File: config.mk
export PLATFORM = sky130hd
export DESIGN_NAME = periph_bus_adapter
export DESIGN_NICKNAME = d
export VERILOG_FILES = /design/src/rtl/psb_pkg.sv /design/src/rtl/psb_clkdiv.sv /design/src/rtl/psb_slot_ctl.sv /design/src/rtl/periph_bus_adapter.sv
export SDC_FILE = /design/constraint.sdc
export NUM_CORES = 1
export LEC_CHECK = 0
export ABC_AREA = 1
export CAP_MARGIN = 20
export CORE_AREA = 5 5 42 44
export CTS_CLUSTER_DIAMETER = 40
export DETAILED_ROUTE_END_ITERATION = 8
export DIE_AREA = 0 0 47 49
export DONT_BUFFER_PORTS = 1
export HOLD_SLACK_MARGIN = 0.03
export PLACE_DENSITY = 0.54
export SETUP_SLACK_MARGIN = 0.15
export SYNTH_ARGS = -nofsm -noshare
export SYNTH_HDL_FRONTEND = slang
export SYNTH_SLANG_ARGS = --single-unit
File: constraint.sdc
create_clock -name clk -period 1 [get_ports clk]
set_input_delay 0.1 -clock clk [delete_from_list [all_inputs] [get_ports clk]]
set_output_delay 0.1 -clock clk [all_outputs]
set_load 0.005 [all_outputs]
File: src/rtl/psb_pkg.sv
package psb_pkg;
  typedef enum logic [1:0] {
    ST_IDLE = 2'd0,
    ST_WAIT = 2'd1,
    ST_ACT  = 2'd2
  } psb_state_e;
endpackage

File: src/rtl/psb_clkdiv.sv
// Free-running divider producing the slow clock and the phase decodes
// the slot controller needs.
module psb_clkdiv #(
  parameter int DIV   = 10,
  parameter int HIGH  = 4,
  parameter int SETUP = 2
) (
  input  logic clk,
  input  logic rst,
  output logic sclk_o,
  output logic launch_ok_o,
  output logic wrap_o
);
  localparam int PW         = $clog2(DIV);
  localparam int LOW        = DIV - HIGH;
  localparam int LAUNCH_MAX = LOW - SETUP - 1;
  localparam logic [PW-1:0] LAST_P   = PW'(DIV - 1);
  localparam logic [PW-1:0] LOW_P    = PW'(LOW);
  localparam logic [PW-1:0] LAUNCH_P = PW'(LAUNCH_MAX);

  logic [PW-1:0] phase_q;
  logic [PW-1:0] phase_nxt;

  always_comb begin
    if (phase_q == LAST_P) phase_nxt = '0;
    else                   phase_nxt = phase_q + 1'b1;
  end

  always_ff @(posedge clk) begin
    if (rst) begin
      phase_q <= '0;
      sclk_o  <= 1'b0;
    end else begin
      phase_q <= phase_nxt;
      sclk_o  <= (phase_nxt >= LOW_P);
    end
  end

  // launching now leaves at least SETUP low clocks of slot-valid
  assign launch_ok_o = (phase_q <= LAUNCH_P);
  assign wrap_o      = (phase_q == LAST_P);
endmodule

File: src/rtl/psb_slot_ctl.sv
// Request acceptance, phase alignment and completion of one access.
module psb_slot_ctl
  import psb_pkg::*;
(
  input  logic clk,
  input  logic rst,
  input  logic strobe_i,
  input  logic write_i,
  input  logic slow_sel_i,
  input  logic launch_ok_i,
  input  logic wrap_i,
  output logic slot_valid_o,
  output logic slot_write_o,
  output logic done_o
);
  psb_state_e state_q;

  always_ff @(posedge clk) begin
    if (rst) begin
      state_q      <= ST_IDLE;
      slot_valid_o <= 1'b0;
      slot_write_o <= 1'b0;
      done_o       <= 1'b0;
    end else begin
      done_o <= 1'b0;
      unique case (state_q)
        ST_IDLE: begin
          // the completion clock never opens a new request
          if (strobe_i && slow_sel_i && !done_o) begin
            slot_write_o <= write_i;
            if (launch_ok_i) begin
              slot_valid_o <= 1'b1;
              state_q      <= ST_ACT;
            end else begin
              state_q      <= ST_WAIT;
            end
          end
        end
        ST_WAIT: begin
          if (!strobe_i) begin
            state_q <= ST_IDLE;
          end else if (launch_ok_i) begin
            slot_valid_o <= 1'b1;
            state_q      <= ST_ACT;
          end
        end
        ST_ACT: begin
          if (wrap_i) begin
            slot_valid_o <= 1'b0;
            done_o       <= 1'b1;
            state_q      <= ST_IDLE;
          end
        end
        default: state_q <= ST_IDLE;
      endcase
    end
  end
endmodule

File: src/rtl/periph_bus_adapter.sv
module periph_bus_adapter #(
  parameter int DIV   = 10,
  parameter int HIGH  = 4,
  parameter int SETUP = 2
) (
  input  logic clk,
  input  logic rst,
  input  logic strobe_i,
  input  logic write_i,
  input  logic slow_sel_i,
  output logic sclk_o,
  output logic slot_valid_o,
  output logic slot_write_o,
  output logic xfer_done_o
);
  logic launch_ok;
  logic wrap;

  psb_clkdiv #(
    .DIV  (DIV),
    .HIGH (HIGH),
    .SETUP(SETUP)
  ) u_div (
    .clk        (clk),
    .rst        (rst),
    .sclk_o     (sclk_o),
    .launch_ok_o(launch_ok),
    .wrap_o     (wrap)
  );

  psb_slot_ctl u_ctl (
    .clk         (clk),
    .rst         (rst),
    .strobe_i    (strobe_i),
    .write_i     (write_i),
    .slow_sel_i  (slow_sel_i),
    .launch_ok_i (launch_ok),
    .wrap_i      (wrap),
    .slot_valid_o(slot_valid_o),
    .slot_write_o(slot_write_o),
    .done_o      (xfer_done_o)
  );
endmodule

## Word level (Yosys, flattened, before mapping)

Cells that the tools add are included.

| storage, ports and cells | value |
|---|---|
| flip-flop bits (word level) | 10 |
| output and inout port bits | 4 |
| word-level logic and storage cells | 39 |

| cells by class | value |
|---|---|
| add/sub/neg operators | 1 |
| $lt $le $gt $ge | 2 |
| equal/unequal tests | 7 |
| multiplexer cells | 13 |
| bitwise operators | 1 |
| reductions and logical operators | 9 |

Operator list:

| kind | number |
|---|---|
| 2-bit two-way mux | 5 |
| 2-bit one-hot mux with 3 select lines | 1 |
| 1-bit two-way mux | 5 |
| 4-bit by 1-bit adder with 4-bit output (second input constant) | 1 |
| 4-bit == test (second input constant) | 1 |
| 4-bit by 3-bit greater-or-equal comparator with 1-bit output (second input constant) | 1 |
| 4-bit by 2-bit less-or-equal comparator with 1-bit output (second input constant) | 1 |
| 4-bit two-way mux | 1 |
| 2-bit by 1-bit != test with 1-bit output (second input constant) | 2 |
| 4-bit AND reduction | 1 |
| 3-bit != test (second input constant) | 1 |
| 1-bit one-hot mux with 3 select lines | 1 |
| 3-bit AND reduction | 1 |
| 3-bit nonzero test | 1 |
| 2-bit by 1-bit == test with 1-bit output (second input constant) | 1 |
| 2-bit == test (second input constant) | 1 |
| 1-bit logical AND | 2 |
| 2-bit zero test | 1 |
| 2-bit != test (second input constant) | 1 |
| 2-bit AND reduction | 1 |
| 2-bit OR reduction | 1 |
| 1-bit zero test | 1 |
| 1-bit NOT | 1 |

## Longest topological paths before layout

Gate-level depths: netlist of the first run.

| depth | value |
|---|---|
| depth after elaboration | 4 |
| gate-level depth with buffers | 8 |
| gate-level depth less buffers | 8 |

## Cells and area by module

Synthesis of the first run repeated with hierarchy kept, for this count alone.

| unflattened totals | value |
|---|---|
| cells, all modules | 87 |
| area, all modules | 573.0 um^2 |

By module, submodules not included:

| module | instances | cells each | area an instance (um^2) | seq. area each (um^2) |
|---|---|---|---|---|
| psb_slot_ctl | 1 | 52 | 346.6 | 100.1 |
| psb_clkdiv | 1 | 35 | 226.5 | 100.1 |

## Least setup slack after synthesis of the first run

OpenSTA, ideal clock, no wires.

| path | value |
|---|---|
| path kind | register to register |
| start | reg u_div.phase_q[1] |
| end | reg u_div.sclk_o |
| arrival time | 789 ps |
| path slack | 88 ps |
| stages on the path, launching flop included | 5 |
| clock period less this slack | 912 ps |
| path through | dfxtp_1 nand3_1 xor2_1 nand3_1 o21ai_0 |

| on the way | value |
|---|---|
| longest elaborated chain between the ends | 3 |
| elaborated cells between the ends (all ways) | 4 |
| classes of those cells | add/sub: 1; order compare: 1; eq/ne: 1; mux: 1 |

RTL lines:

| what | line | text |
|---|---|---|
| start, declared | psb_clkdiv.sv:21 | `logic [PW-1:0] phase_q;` |
| start signal, assigned | psb_clkdiv.sv:34 | `phase_q <= phase_nxt;` |
| 4-bit by 1-bit adder with 4-bit output or 4-bit == test (tied branches) | psb_clkdiv.sv:26, psb_clkdiv.sv:25 |  |
| 4-bit two-way mux * | psb_clkdiv.sv:25 | `if (phase_q == LAST_P) phase_nxt = '0;` |
| 4-bit by 3-bit greater-or-equal comparator with 1-bit output * | psb_clkdiv.sv:35 | `sclk_o <= (phase_nxt >= LOW_P);` |
| end signal, assigned | psb_clkdiv.sv:35 |  |
| end, declared | psb_clkdiv.sv:10 | `output logic sclk_o,` |

Every way passes the cells marked *; elsewhere a longest branch is shown, timed or not.
A chain may end at the register's enable or synchronous reset.

## Worst setup path after layout of the first run

| path | value |
|---|---|
| start | reg u_div.phase_q[0] |
| end | reg u_ctl.state_q[1] |

| on the way | value |
|---|---|
| longest elaborated chain between the ends | 4 |
| elaborated cells between the ends (all ways) | 8 |
| classes of those cells | order compare: 1; eq/ne: 3; mux: 3; reduce/logical: 1 |

RTL lines:

| what | line | text |
|---|---|---|
| 4-bit by 2-bit less-or-equal comparator with 1-bit output | psb_clkdiv.sv:40 | `assign launch_ok_o = (phase_q <= LAUNCH_P);` |
| 2-bit two-way mux | psb_slot_ctl.sv:31 | `if (launch_ok_i) begin` |
| 2-bit two-way mux | psb_slot_ctl.sv:29 | `if (strobe_i && slow_sel_i && !done_o) begin` |
| 2-bit one-hot mux with 3 select lines | psb_slot_ctl.sv:26 | `unique case (state_q)` |
| end signal, assigned | psb_slot_ctl.sv:33 | `state_q <= ST_ACT;` |
| end signal, assigned | psb_slot_ctl.sv:35 | `state_q <= ST_WAIT;` |
| end signal, assigned | psb_slot_ctl.sv:41 | `state_q <= ST_IDLE;` |
| end, declared | psb_slot_ctl.sv:16 | `psb_state_e state_q;` |

Parallel ways exist; a longest one is shown, timed or not. The select of a mux whose other input is x is not followed.

==> metrics.log, run 1 <==
[metrics] required time worst endpoint: about 1.2 ns
[metrics] fraction of layout instances using a drive strength above 1: 30.9%
[metrics] type of the worst setup path: reg2reg
[metrics] crit path launch type: flip-flop
[metrics] worst endpoint data arrival time: between 1 and 1.5 ns
[metrics] number of levels in the clock H-tree: 1
[metrics] iteration-0 DRC count of the detailed router: 1
[metrics] num rows: 14
[metrics] largest net degree at the start of global routing: 6
[metrics] share of synthesized area spent on multiplexers: 0%
[metrics] total CTS buffers: 3
[metrics] final count of hold timing violations: 4
[metrics] Slowest cell on crit path: sky130_fd_sc_hd__dfxtp_4
[metrics] post-detailed-route DRC marker count: 0
[metrics] cells along the critical path: inv_4, nor2_4, nand2_2, nand2_4, nand3_2, a21oi_2
[metrics] global-route total usage across every layer: 8.96%
[metrics] I/O pin total: 9
[metrics] via total after detailed routing: 376
[metrics] slew at the pin closest to its max-slew limit: 0.175 ns
[metrics] number of iterations in the first detailed-routing pass: 4
[metrics] cell family contributing the most delay on the critical path: flip-flops
[metrics] vias in the first global route: between 300 and 400
[metrics] Buf+Inv Stages, Crit Path: 1
[metrics] cell area after synthesis: between 400 and 500 um^2
[metrics] net count after synthesis: 68
[metrics] slew margin rel.: 88.3%
[metrics] most frequent standard cell in the layout excluding fill and tap cells: sky130_fd_sc_hd__nand2_1
[metrics] clock sink count: 10
[metrics] number of nets with antenna violations after detailed routing: 0
[metrics] area share of xor/xnor cells in the synthesized design: roughly 2%
[metrics] areal power density over the cells: between 2000 and 2500 nW/um^2
[metrics] post-route clock skew: between 0.0004 and 0.0005 ns
[metrics] area overhead of the layout relative to synthesis: 22.9%
[metrics] Achievable Freq: about 1100 MHz
[metrics] number of antenna violations at the first check in global routing: 0
[metrics] routed wire length: about 850 um
[metrics] post-synthesis simple-gate area fraction: ~36%
[metrics] hold_buf cts: 1
[metrics] critical path's largest stage delay: 0.37 ns
[metrics] reported leakage power: ~0.00025 uW
[metrics] clk slew on worst S/H paths: around 0.060 ns
[metrics] proportion of synthesized chip area in sequential cells: a little under half
[metrics] post-layout net count: 75
[metrics] flops & latches, synth: 10
[metrics] adder and majority gate portion of the synthesized area: 0%
[metrics] average cell area after synthesis: between 7 and 8 um^2
[metrics] clock tree from TritonCTS: yes
[metrics] post-synthesis compound-gate area fraction: slightly below 7%
[metrics] violated checks: hold timing
[metrics] final count of negative-setup-slack endpoints: 0
[metrics] final standard cell area without fillers: ~540 um^2
[metrics] largest fanout on the critical path: 4
[metrics] last weighted congestion value of the routability-driven placer: 0.721
[metrics] initial cell density of the core: a little under a third
[metrics] number of slew-limit violations in the final report: 0
[metrics] status: complete, but fails checks
[metrics] Distinct cells, synth: 15
[metrics] wire length of the first global-routing pass: 1.45 mm
[metrics] root buffer selected by CTS: sky130_fd_sc_hd__clkbuf_4
[metrics] via count normalized by instance count: around 4.5
[metrics] overall die area: between 2000 and 2500 um^2
[metrics] max-cap violation count: 0
[metrics] number of warnings printed during yosys synthesis: 0
[metrics] detailed-route wire length per cell: roughly 10 um
[metrics] Post-Place Cell Area: around 470 um^2
[metrics] Inserted Diodes: 0
[metrics] setup repair after global routing missed its margin: yes
[metrics] Hold Worst Slack: -0.109 ns
[metrics] main combinational cell family by area after synthesis: simple AND/OR/NAND/NOR gates
[metrics] Worst Hold Class: in2reg
[metrics] later-pin clock latency in the skew report: 0.26 ns
[metrics] Cells after Synth: between 60 and 70
[metrics] vertical die dimension: just under 50 um
[metrics] I/O Buffers: 0
[metrics] worst voltage drop across the vdd grid: about 820 uV
[metrics] grt ovf: 0
[metrics] final worst-path cycle share: a little over nine tenths
[metrics] CTS Buffer Depth: 2
[metrics] top library cells by usage in the layout, fill and taps aside: sky130_fd_sc_hd__nand2_1 (12), sky130_fd_sc_hd__inv_1 (9), sky130_fd_sc_hd__nor2_1 (8), sky130_fd_sc_hd__dfxtp_1 (6), sky130_fd_sc_hd__nand3_1 (5)
[metrics] Die X-Extent: between 40 and 50 um
[metrics] Core Box Area: ~1400 um^2
[metrics] half-perimeter wire length after placement: 685 um
[metrics] shortest period the worst path allows: 0.949 ns
[metrics] nature of the critical path endpoint: flip-flop
-- cells in the mapped netlist --
cell type,n,area [um^2]
sky130_fd_sc_hd__dfxtp_1,10,200
sky130_fd_sc_hd__xor2_1,1,8.76
sky130_fd_sc_hd__o21ai_0,2,10.0
sky130_fd_sc_hd__inv_1,11,41.3
sky130_fd_sc_hd__nor2_1,9,33.8
sky130_fd_sc_hd__nand3_2,1,10.0
sky130_fd_sc_hd__nand4_1,1,6.26
sky130_fd_sc_hd__nand2_1,13,48.8
sky130_fd_sc_hd__nand3_1,5,25.0
sky130_fd_sc_hd__nor2_4,1,11.3
sky130_fd_sc_hd__a21oi_1,4,20.0
sky130_fd_sc_hd__nor2_2,1,6.26
sky130_fd_sc_hd__inv_2,1,3.75
sky130_fd_sc_hd__nor3_1,1,5.00
sky130_fd_sc_hd__nand2_2,2,12.5
-- logic make-up after synthesis --
| family | count (synthesis) |
|---|---|
| xor+xnor | 1 |
| flops | 10 |
| compound gates | 6 |
| simple gates | 34 |
| buf+inv | 12 |
-- layer usage --
| layer | up-vias | share of wire [%] | track usage, % |
|---|---|---|---|
| li1 | 209 | - | - |
| met1 | 157 | 42 | 9.71 |
| met2 | 8 | 49 | 13.1 |
| met3 | 2 | 7.5 | 4.80 |
| met4 | 0 | 1.2 | 5.53 |
| met5 | - | 0 | 0 |
-- power breakdown --
| group | internal, uW | switching [uW] |
|---|---|---|
| sequential | 459 | 59.8 |
| clock | 139 | 128 |
| combinational | 144 | 201 |
-- final timing paths --
| check | start | depth (start not counted) | to | slack, ns |
|---|---|---|---|---|
| max reg2reg | u_div.phase_q[0] | 6 | u_ctl.state_q[1] | 0.05 |
| min reg2reg | u_div.phase_q[0] | 1 | u_div.phase_q[0] | 0.44 |
| max | u_div.phase_q[0] | 6 | u_ctl.state_q[1] | 0.05 |
| min | rst | 1 | u_div.phase_q[0] | -0.11 |
-- through the flow --
stage	total power, uW	setup TNS (ns)	utilization, %	setup slack, ns	cells
detailed placement	795	0	33.3	0.0181	79
floorplan	741	0	-	0.122	63
global placement	789	0	33.3	0.0251	79
CTS	1140	0	37.5	0.0375	84
finish	1130	0	38.8	0.0510	84
global route	1230	-0.101	38.8	-0.0481	84
-- registers in the layout, summed over array words and instances (netlist names) --
| register | count |
|---|---|
| u_ctl.done_o | 1 |
| u_div.sclk_o | 1 |
| u_ctl.state_q | 2 |
| u_ctl.slot_valid_o | 1 |
| u_ctl.slot_write_o | 1 |
| u_div.phase_q | 4 |
-- cell type report --
cell class                 count  area [um^2]
fill                         163          857
multi-input combinational     41          224
sequential                    10          213
inverter                      12         47.5
clock buffer                   3         22.5
tap                           16         20.0
timing repair buffer           2         17.5
-- timing repair --
| action | CTS | global route |
|---|---|---|
| pin swaps | 2 | 1 |
| endpoints found under the hold margin | 5 | 4 |
| setup endpoints to repair | 6 | 8 |
| setup buffers | 1 | 0 |
| resized for setup | 6 | 7 |
No activity file was read; power rests on OpenSTA's default activity.
==> run 2: changes to the inputs <==
--- a/config.mk
+++ b/config.mk
@@ -8,6 +8,7 @@
 export ABC_AREA = 1
 export CAP_MARGIN = 20
 export CORE_AREA = 5 5 42 44
+export CTS_BUF_LIST = sky130_fd_sc_hd__clkbuf_8
 export CTS_CLUSTER_DIAMETER = 40
 export DETAILED_ROUTE_END_ITERATION = 8
 export DIE_AREA = 0 0 47 49
==> run 2 against run 1 <==
Compared with the run above: the run now ends clean; critical path type unchanged; core utilization up 4.1 points; global-route usage down 0.071 points; largest power group unchanged; sequential power up 7.7%; fmax down 2.7%.
==> metrics.log, run 2 (same netlist as run 1, synthesis figures left out) <==
[metrics] top library cells by usage in the layout, fill and taps aside: sky130_fd_sc_hd__nand2_1 (12), sky130_fd_sc_hd__inv_1 (8), sky130_fd_sc_hd__nor2_1 (7)
[metrics] number of iterations in the first detailed-routing pass: 4 (unchanged)
[metrics] post-detailed-route DRC marker count: 0 (unchanged)
[metrics] cells along the critical path: inv_2, nor2_4, nand2_2, nand2_4, nand3_2, a21oi_2
[metrics] status: finished, final reports clean
[metrics] worst endpoint data arrival time: 1.14 ns (about the same)
[metrics] clock tree from TritonCTS: yes
[metrics] cell internal pwr: 887 uW (+19%)
[metrics] total CTS buffers: 3 (unchanged)
[metrics] reported leakage power: 0.000267 uW (+6.4%)
[metrics] largest fanout on the critical path: 4 (unchanged)
[metrics] initial cell density of the core: 31.6% (unchanged)
[metrics] clock sink count: 10 (unchanged)
[metrics] setup repair after global routing missed its margin: yes
[metrics] Achievable Freq: 1020 MHz (-2.7%)
[metrics] number of cell instances on the worst register-to-register path: 6 (unchanged)
[metrics] half-perimeter wire length after placement: 685 um (unchanged)
[metrics] nature of the critical path endpoint: flip-flop
[metrics] largest registers ranked by flip-flop count: u_div.phase_q (4), u_ctl.state_q (2)
[metrics] Core Box Area: 1400 um^2 (unchanged)
[metrics] Post-Place Cell Area: 467 um^2 (unchanged)
[metrics] areal power density over the cells: 2200 nW/um^2 (+5.7%)
[metrics] wire length of the first global-routing pass: 1.39 mm (-3.9%)
[metrics] area overhead of the layout relative to synthesis: 35.9%
[metrics] number of slew-limit violations in the final report: 0 (unchanged)
[metrics] Worst Hold Class: in2reg
[metrics] final standard cell area without fillers: 602 um^2 (+11%)
[metrics] worst voltage drop across the vdd grid: 934 uV (+13%)
[metrics] last weighted congestion value of the routability-driven placer: 0.721 (unchanged)
[metrics] overall die area: 2300 um^2 (unchanged)
[metrics] detailed-route wire length per cell: 10.6 um (+4.6%)
[metrics] via total after detailed routing: 375 (-0.27%)
[metrics] clk slew on worst S/H paths: 0.05 ns (about the same)
[metrics] number of antenna violations at the first check in global routing: 0 (unchanged)
[metrics] via count normalized by instance count: 4.41 (-1.4%)
[metrics] final total negative setup slack: 0 ns (unchanged)
[metrics] shortest period the worst path allows: 0.976 ns (+0.0266 ns)
[metrics] most frequent standard cell in the layout excluding fill and tap cells: sky130_fd_sc_hd__nand2_1
[metrics] flip-flop count of the largest register, all copies and words added: 4 (unchanged)
[metrics] final count of negative-setup-slack endpoints: 0 (unchanged)
[metrics] required time worst endpoint: 1.16 ns (-0.04 ns)
[metrics] root buffer selected by CTS: sky130_fd_sc_hd__clkbuf_8
[metrics] grt ovf: 0 (unchanged)
[metrics] Buf+Inv Stages, Crit Path: 1 (unchanged)
[metrics] iteration-0 DRC count of the detailed router: 6 (+5)
[metrics] Hold Path Stages: 3 (+2)
[metrics] area used by sequential logic in the layout: 219 um^2 (+2.9%)
[metrics] Die X-Extent: 47 um (unchanged)
[metrics] part of the total power dissipated in sequential elements: 42.3% (-3.6 points)
[metrics] global-route total usage across every layer: 8.89% (-0.071 points)
[metrics] power spent charging and discharging nets: 435 uW (+12%)
[metrics] final count of hold timing violations: 0 (-4)
[metrics] num rows: 14 (unchanged)
[metrics] largest net degree at the start of global routing: 6 (unchanged)
[metrics] switching part of the total power: 32.9% (-1.4 points)
[metrics] later-pin clock latency in the skew report: 0.23 ns (-0.03 ns)
[metrics] I/O Buffers: 0 (unchanged)
[metrics] slew at the pin closest to its max-slew limit: 0.155 ns (-0.0204 ns)
[metrics] routed wire length: 901 um (+5.9%)
[metrics] post-route clock skew: 0.000898 ns (+0.000414 ns)
[metrics] number of cells on the critical path: 6 (unchanged)
[metrics] I/O pin total: 9 (unchanged)
[metrics] vias in the first global route: 334 (-5.4%)
[metrics] fill cell total of the finished layout: 148 (-9.2%)
[metrics] number of nets with antenna violations after detailed routing: 0 (unchanged)
[metrics] max-cap violation count: 0 (unchanged)
[metrics] CTS Buffer Depth: 2 (unchanged)
[metrics] fraction of layout instances using a drive strength above 1: 39.1% (+8.2 points)
[metrics] combinational share of power: 27.1% (-3.4 points)
[metrics] Clock power frac: 30.6% (+7.0 points)
[metrics] slew margin rel.: 89.6% (+1.3 points)
[metrics] Slowest cell on crit path: sky130_fd_sc_hd__dfxtp_4
[metrics] post-layout net count: 76 (+1.3%)
[metrics] register bank with the most flops: u_div.phase_q
[metrics] critical path's largest stage delay: 0.35 ns (-0.02 ns)
[metrics] crit path launch type: flip-flop
[metrics] Inserted Diodes: 0 (unchanged)
[metrics] cell family contributing the most delay on the critical path: simple AND/OR/NAND/NOR gates
[metrics] type of the worst setup path: reg2reg
[metrics] vertical die dimension: 49 um (unchanged)
[metrics] final worst-path cycle share: 97.6% (+2.7 points)
[metrics] number of levels in the clock H-tree: 1 (unchanged)
[metrics] multi-input combinational cell area: 249 um^2 (+11%)
## run 2: cell count changes in the layout (fill, tap and decap cells not counted), moves of 2 or more
cell | previous run | this run
sky130_fd_sc_hd__dfxtp_1 | 6 | 3
sky130_fd_sc_hd__inv_2 | 2 | 4
sky130_fd_sc_hd__dfxtp_2 | 1 | 3
sky130_fd_sc_hd__clkbuf_8 | 0 | 3
sky130_fd_sc_hd__nor2_4 | 2 | 4
sky130_fd_sc_hd__clkbuf_4 | 3 | 0
## run 2: per-stage QoR
step | instances | setup slack, ns | total power [uW] | utilization (%) | hold WS, ns
6_report | 85 | 0.0244 | 1320 | 42.9 | 0.0811
3_3_place_gp | 79 | 0.0251 | 789 | 33.3 | 0.163
3_5_place_dp | 79 | 0.0181 | 795 | 33.3 | 0.162
4_1_cts | 84 | 0.0302 | 1300 | 39.6 | 0.0834
2_1_floorplan | 63 | 0.122 | 741 | - | 0.159
5_1_grt | 85 | -0.0554 | 1420 | 42.9 | 0.0931
## run 2: repair_timing
action / 4_1_cts / 5_1_grt
pin swaps: 1 / 3
resized for setup: 10 / 13
hold endpoints to repair: 5 / 0
hold buffers: 2 / 0
buffers inserted: 0 / 1
setup endpoints to repair: 6 / 8
## run 2: worst register-to-register path, delay by kind of cell, from the launching register on
kind	cells	cell delay (ns)
simple gates	4	0.37
flops	1	0.35
compound gates	1	0.14
buf+inv	1	0.05
## run 2: layout make-up
type | instances | area share [%]
multi-input combinational | 41 | 41.4
sequential | 10 | 36.4
inverter | 12 | 7.48
clock buffer | 3 | 6.86
timing repair buffer | 3 | 4.57
tap | 16 | 3.33
## run 2: routing by layer
layer  wire length [um]  track usage (%)  part of all wire, %
met4                  8             6.91                 0.89
met5                  0                0                    0
met3                 66             3.69                  7.3
met1                388             10.2                   43
met2                437             12.4                   49
## run 2: path summary, 6_finish.rpt
check	start	slack, ns	endpoint
worst max register to register	u_div.phase_q[0]	0.02	u_ctl.state_q[1]
worst max-delay path	u_div.phase_q[0]	0.02	u_ctl.state_q[1]
worst min-delay path	rst	0.08	u_div.phase_q[2]
worst min register to register	u_div.phase_q[0]	0.43	u_div.phase_q[0]
## run 2: power by group through the flow
stage	combinational, uW	clock, uW	sequential [uW]
CTS	335	425	545
global placement	263	0	526
global route	401	454	570
detailed placement	267	0	528
floorplan	230	0	511
finish	358	404	559
==> run 3: changes to the inputs <==
--- a/config.mk
+++ b/config.mk
@@ -5,7 +5,7 @@
 export SDC_FILE = /design/constraint.sdc
 export NUM_CORES = 1
 export LEC_CHECK = 0
-export ABC_AREA = 1
+export ABC_AREA = 0
 export CAP_MARGIN = 20
 export CORE_AREA = 5 5 42 44
 export CTS_BUF_LIST = sky130_fd_sc_hd__clkbuf_8
@@ -14,7 +14,7 @@
 export DIE_AREA = 0 0 47 49
 export DONT_BUFFER_PORTS = 1
 export HOLD_SLACK_MARGIN = 0.03
-export PLACE_DENSITY = 0.54
+export PLACE_DENSITY = 0.57
 export SETUP_SLACK_MARGIN = 0.15
 export SYNTH_ARGS = -nofsm -noshare
 export SYNTH_HDL_FRONTEND = slang
==> run 3 against run 2 <==
Compared with the run above: synthesized cell count down 21%; largest power group unchanged; the flow now finishes with violations (hold timing); largest cell class unchanged; worst hold slack worse by 0.15 ns; critical endpoint is now u_ctl.done_o; cell area up 1.7%.
==> metrics.log, run 3 <==
[metrics] status: complete, but fails checks
[metrics] violated checks: hold timing
[metrics] fraction of layout instances using a drive strength above 1: 39.7% (+0.52 points)
[metrics] number of slew-limit violations in the final report: 0 (unchanged)
[metrics] worst voltage drop across the vdd grid: 410 uV (-56%)
[metrics] type of the worst setup path: reg2reg
[metrics] Area contributors post-synth: sky130_fd_sc_hd__dfxtp_1 (42%), sky130_fd_sc_hd__nor2b_1 (6.6%), sky130_fd_sc_hd__nand4bb_4 (5.8%)
[metrics] part of the total power dissipated in sequential elements: 47.2% (+4.9 points)
[metrics] Cells after Synth: 50 (-21%)
[metrics] proportion of synthesized chip area in sequential cells: 42.1% (-3.1 points)
[metrics] vertical die dimension: 49 um (unchanged)
[metrics] post-layout net count: 65 (-14%)
[metrics] number of warnings printed during yosys synthesis: 0 (unchanged)
[metrics] number of levels in the clock H-tree: 1 (unchanged)
[metrics] Distinct cells, synth: 26 (+11)
[metrics] slew margin rel.: 86.0% (-3.6 points)
[metrics] cell area after synthesis: 475 um^2 (+7.3%)
[metrics] nature of the critical path endpoint: flip-flop
[metrics] register-to-register setup slack: 0.04 ns (about the same)
[metrics] cell internal pwr: 742 uW (-16%)
[metrics] reported leakage power: 0.000227 uW (-15%)
[metrics] hold_buf cts: 1 (-1)
[metrics] Async S/R FF share, synth: 0% (unchanged)
[metrics] switching part of the total power: 20.7% (-12 points)
[metrics] multi-input combinational cell area: 258 um^2 (+3.5%)
[metrics] flops & latches, synth: 10 (unchanged)
[metrics] number of iterations in the first detailed-routing pass: 3 (-1)
[metrics] I/O Buffers: 0 (unchanged)
[metrics] total CTS buffers: 3 (unchanged)
[metrics] post-route clock skew: 0.00127 ns (+0.000376 ns)
[metrics] Achievable Freq: 1040 MHz (+1.5%)
[metrics] fraction of synthesized cell area taken by the top area cell type: 42.1% (-3.1 points)
[metrics] max-cap violation count: 0 (unchanged)
[metrics] half-perimeter wire length after placement: 595 um (-13%)
[metrics] Worst Hold Class: in2reg
[metrics] number of nets with antenna violations after detailed routing: 0 (unchanged)
[metrics] CTS Buffer Depth: 2 (unchanged)
[metrics] largest registers ranked by flip-flop count: u_div.phase_q (4), u_ctl.state_q (2)
[metrics] area used by sequential logic in the layout: 211 um^2 (-3.4%)
[metrics] worst endpoint data arrival time: 1.13 ns (about the same)
[metrics] capturing point of the worst reg2reg path: u_ctl.done_o
[metrics] Clock power frac: 42.5% (+12 points)
[metrics] clk slew on worst S/H paths: 0.04 ns (about the same)
[metrics] Worst Hold Endpoint: u_div.phase_q[0]
[metrics] I/O pin total: 9 (unchanged)
[metrics] via total after detailed routing: 371 (-1.1%)
[metrics] net count after synthesis: 55 (-19%)
[metrics] power spent charging and discharging nets: 194 uW (-55%)
[metrics] largest fanout on the critical path: 5 (+1)
[metrics] number of antenna violations at the first check in global routing: 0 (unchanged)
[metrics] routed wire length: 856 um (-5.0%)
[metrics] startpoint of the most critical hold path: rst
[metrics] number of enable-type register cells in the synthesized netlist: 0 (unchanged)
[metrics] register bank with the most flops: u_div.phase_q
[metrics] average cell area after synthesis: 9.51 um^2 (+35%)
[metrics] combinational share of power: 10.3% (-17 points)
[metrics] clock sink count: 10 (unchanged)
[metrics] prevailing post-synth register cell: sky130_fd_sc_hd__dfxtp_1
[metrics] flip-flop count of the largest register, all copies and words added: 4 (unchanged)
[metrics] area overhead of the layout relative to synthesis: 28.7%
[metrics] post-route total power: 935 uW (-29%)
[metrics] post-detailed-route DRC marker count: 0 (unchanged)
[metrics] most frequent standard cell in the layout excluding fill and tap cells: sky130_fd_sc_hd__buf_4
[metrics] Cells after DPL: 68 (-14%)
[metrics] most common cell in the netlist: sky130_fd_sc_hd__dfxtp_1
[metrics] largest net degree at the start of global routing: 12 (+6)
[metrics] Inserted Diodes: 0 (unchanged)
[metrics] clock tree from TritonCTS: yes
[metrics] grt ovf: 0 (unchanged)
[metrics] library cell occupying the most area in the post-synthesis netlist: sky130_fd_sc_hd__dfxtp_1
[metrics] Hold Worst Slack: -0.0733 ns (-0.154 ns)
[metrics] root buffer selected by CTS: sky130_fd_sc_hd__clkbuf_8
[metrics] Core Box Area: 1400 um^2 (unchanged)
[metrics] areal power density over the cells: 1530 nW/um^2 (-30%)
[metrics] slew at the pin closest to its max-slew limit: 0.209 ns (+0.0543 ns)
[metrics] Die X-Extent: 47 um (unchanged)
[metrics] crit path launch type: flip-flop
[metrics] worst setup path start: u_div.phase_q[1]
[metrics] detailed-route wire length per cell: 11.6 um (+9.1%)
[metrics] final count of negative-setup-slack endpoints: 0 (unchanged)
[metrics] last weighted congestion value of the routability-driven placer: 0.745 (+3.4%)
[metrics] global-route total usage across every layer: 8.89% (about the same)
[metrics] setup repair after global routing missed its margin: yes
[metrics] iteration-0 DRC count of the detailed router: 4 (-2)
[metrics] number of cell instances on the worst register-to-register path: 3 (-3)
[metrics] via count normalized by instance count: 5.01 (+14%)
[metrics] vias in the first global route: 336 (+0.60%)
[metrics] fill cell total of the finished layout: 137 (-7.4%)
[metrics] count of non-filler cells in the finished layout: 74 (-13%)
[metrics] initial cell density of the core: 33.9% (+2.3 points)
[metrics] most used standard cells in the synthesized netlist: sky130_fd_sc_hd__dfxtp_1 (10), sky130_fd_sc_hd__nor2b_1 (5)
[metrics] Hold Path Stages: 1 (-2)
[metrics] beginning of the worst register-to-register path: u_div.phase_q[1]
[metrics] wire length of the first global-routing pass: 1.42 mm (+2.0%)
[metrics] num rows: 14 (unchanged)
[metrics] later-pin clock latency in the skew report: 0.23 ns (about the same)
[metrics] overall die area: 2300 um^2 (unchanged)
[metrics] required time worst endpoint: 1.17 ns (about the same)
[metrics] final worst-path cycle share: 96.1% (-1.5 points)
[metrics] top library cells by usage in the layout, fill and taps aside: sky130_fd_sc_hd__buf_4 (7), sky130_fd_sc_hd__dfxtp_1 (5)
[metrics] final count of hold timing violations: 9 (+9)
[metrics] shortest period the worst path allows: 0.961 ns (-0.0145 ns)
[run 3: layout make-up]
| type | count | share of cell area [%] |
|---|---|---|
| flip-flops and latches | 10 | 34.6 |
| repair buffers | 9 | 12.1 |
| well taps | 16 | 3.27 |
| inverters | 2 | 1.23 |
| multi-input cells | 34 | 42.1 |
| clock buffers | 3 | 6.75 |
[run 3: repair_timing]
item	CTS	global route
endpoints found under the hold margin	10	9
setup endpoints to repair	8	9
pin swaps	4	6
buffers inserted	2	0
gates resized for setup	11	4
[run 3: how the worst max path moves through the flow]
| stage | endpoint | slack (ns) | cells after the start |
|---|---|---|---|
| finish | u_ctl.done_o | 0.04 | 3 |
| global route | u_ctl.done_o | -0.03 | 3 |
| CTS | u_ctl.done_o | 0.03 | 3 |
| detailed placement | u_ctl.done_o | -0.04 | 3 |
| global placement | u_ctl.done_o | -0.02 | 3 |
| floorplan | u_ctl.done_o | 0.05 | 4 |
[run 3: kinds of logic (layout without fill, tap and decap cells)]
family,Yosys count,after routing,share of synthesized area [%]
mux,1,1,2.11
xor+xnor,1,1,1.84
flops,10,10,42.1
simple gates,23,23,35.3
compound gates,9,9,11.3
buf+inv,6,14,7.37
[run 3: critical path: stages (launching register included)]
cell	delay [ns]
sky130_fd_sc_hd__dfxtp_2	0.33
sky130_fd_sc_hd__nand4bb_4	0.23
sky130_fd_sc_hd__nor3b_2	0.20
sky130_fd_sc_hd__nor2b_1	0.14
[run 3: power groups by stage]
stage	logic, uW	clock network (uW)	registers [uW]
final	96.5	397	441
after global routing	106	433	446
after CTS	93.3	415	441
after detailed placement	79.3	0	450
after global placement	79.3	0	450
after floorplan	73.2	0	437
[run 3: per-layer routing]
metal / share of wire (%) / wire [um] / vias to the layer above / track usage [%]
met4: 3.0 / 26 / 0 / 8.29
met3: 6.9 / 59 / 4 / 2.21
met5: 0 / 0 / - / 0
met2: 48 / 415 / 9 / 12.9
li1: - / - / 189 / -
met1: 41 / 354 / 169 / 9.96
[run 3: stage by stage]
| step | util, % | instance area, um^2 | setup WS, ns | setup TNS [ns] |
|---|---|---|---|---|
| 2_1_floorplan | - | 478 | 0.0456 | 0 |
| 4_1_cts | 42.9 | 602 | 0.0281 | 0 |
| 3_5_place_dp | 36.6 | 513 | -0.0356 | -0.0620 |
| 6_report | 43.7 | 612 | 0.0389 | 0 |
| 3_3_place_gp | 36.6 | 513 | -0.0199 | -0.0278 |
| 5_1_grt | 43.7 | 612 | -0.0274 | -0.0441 |
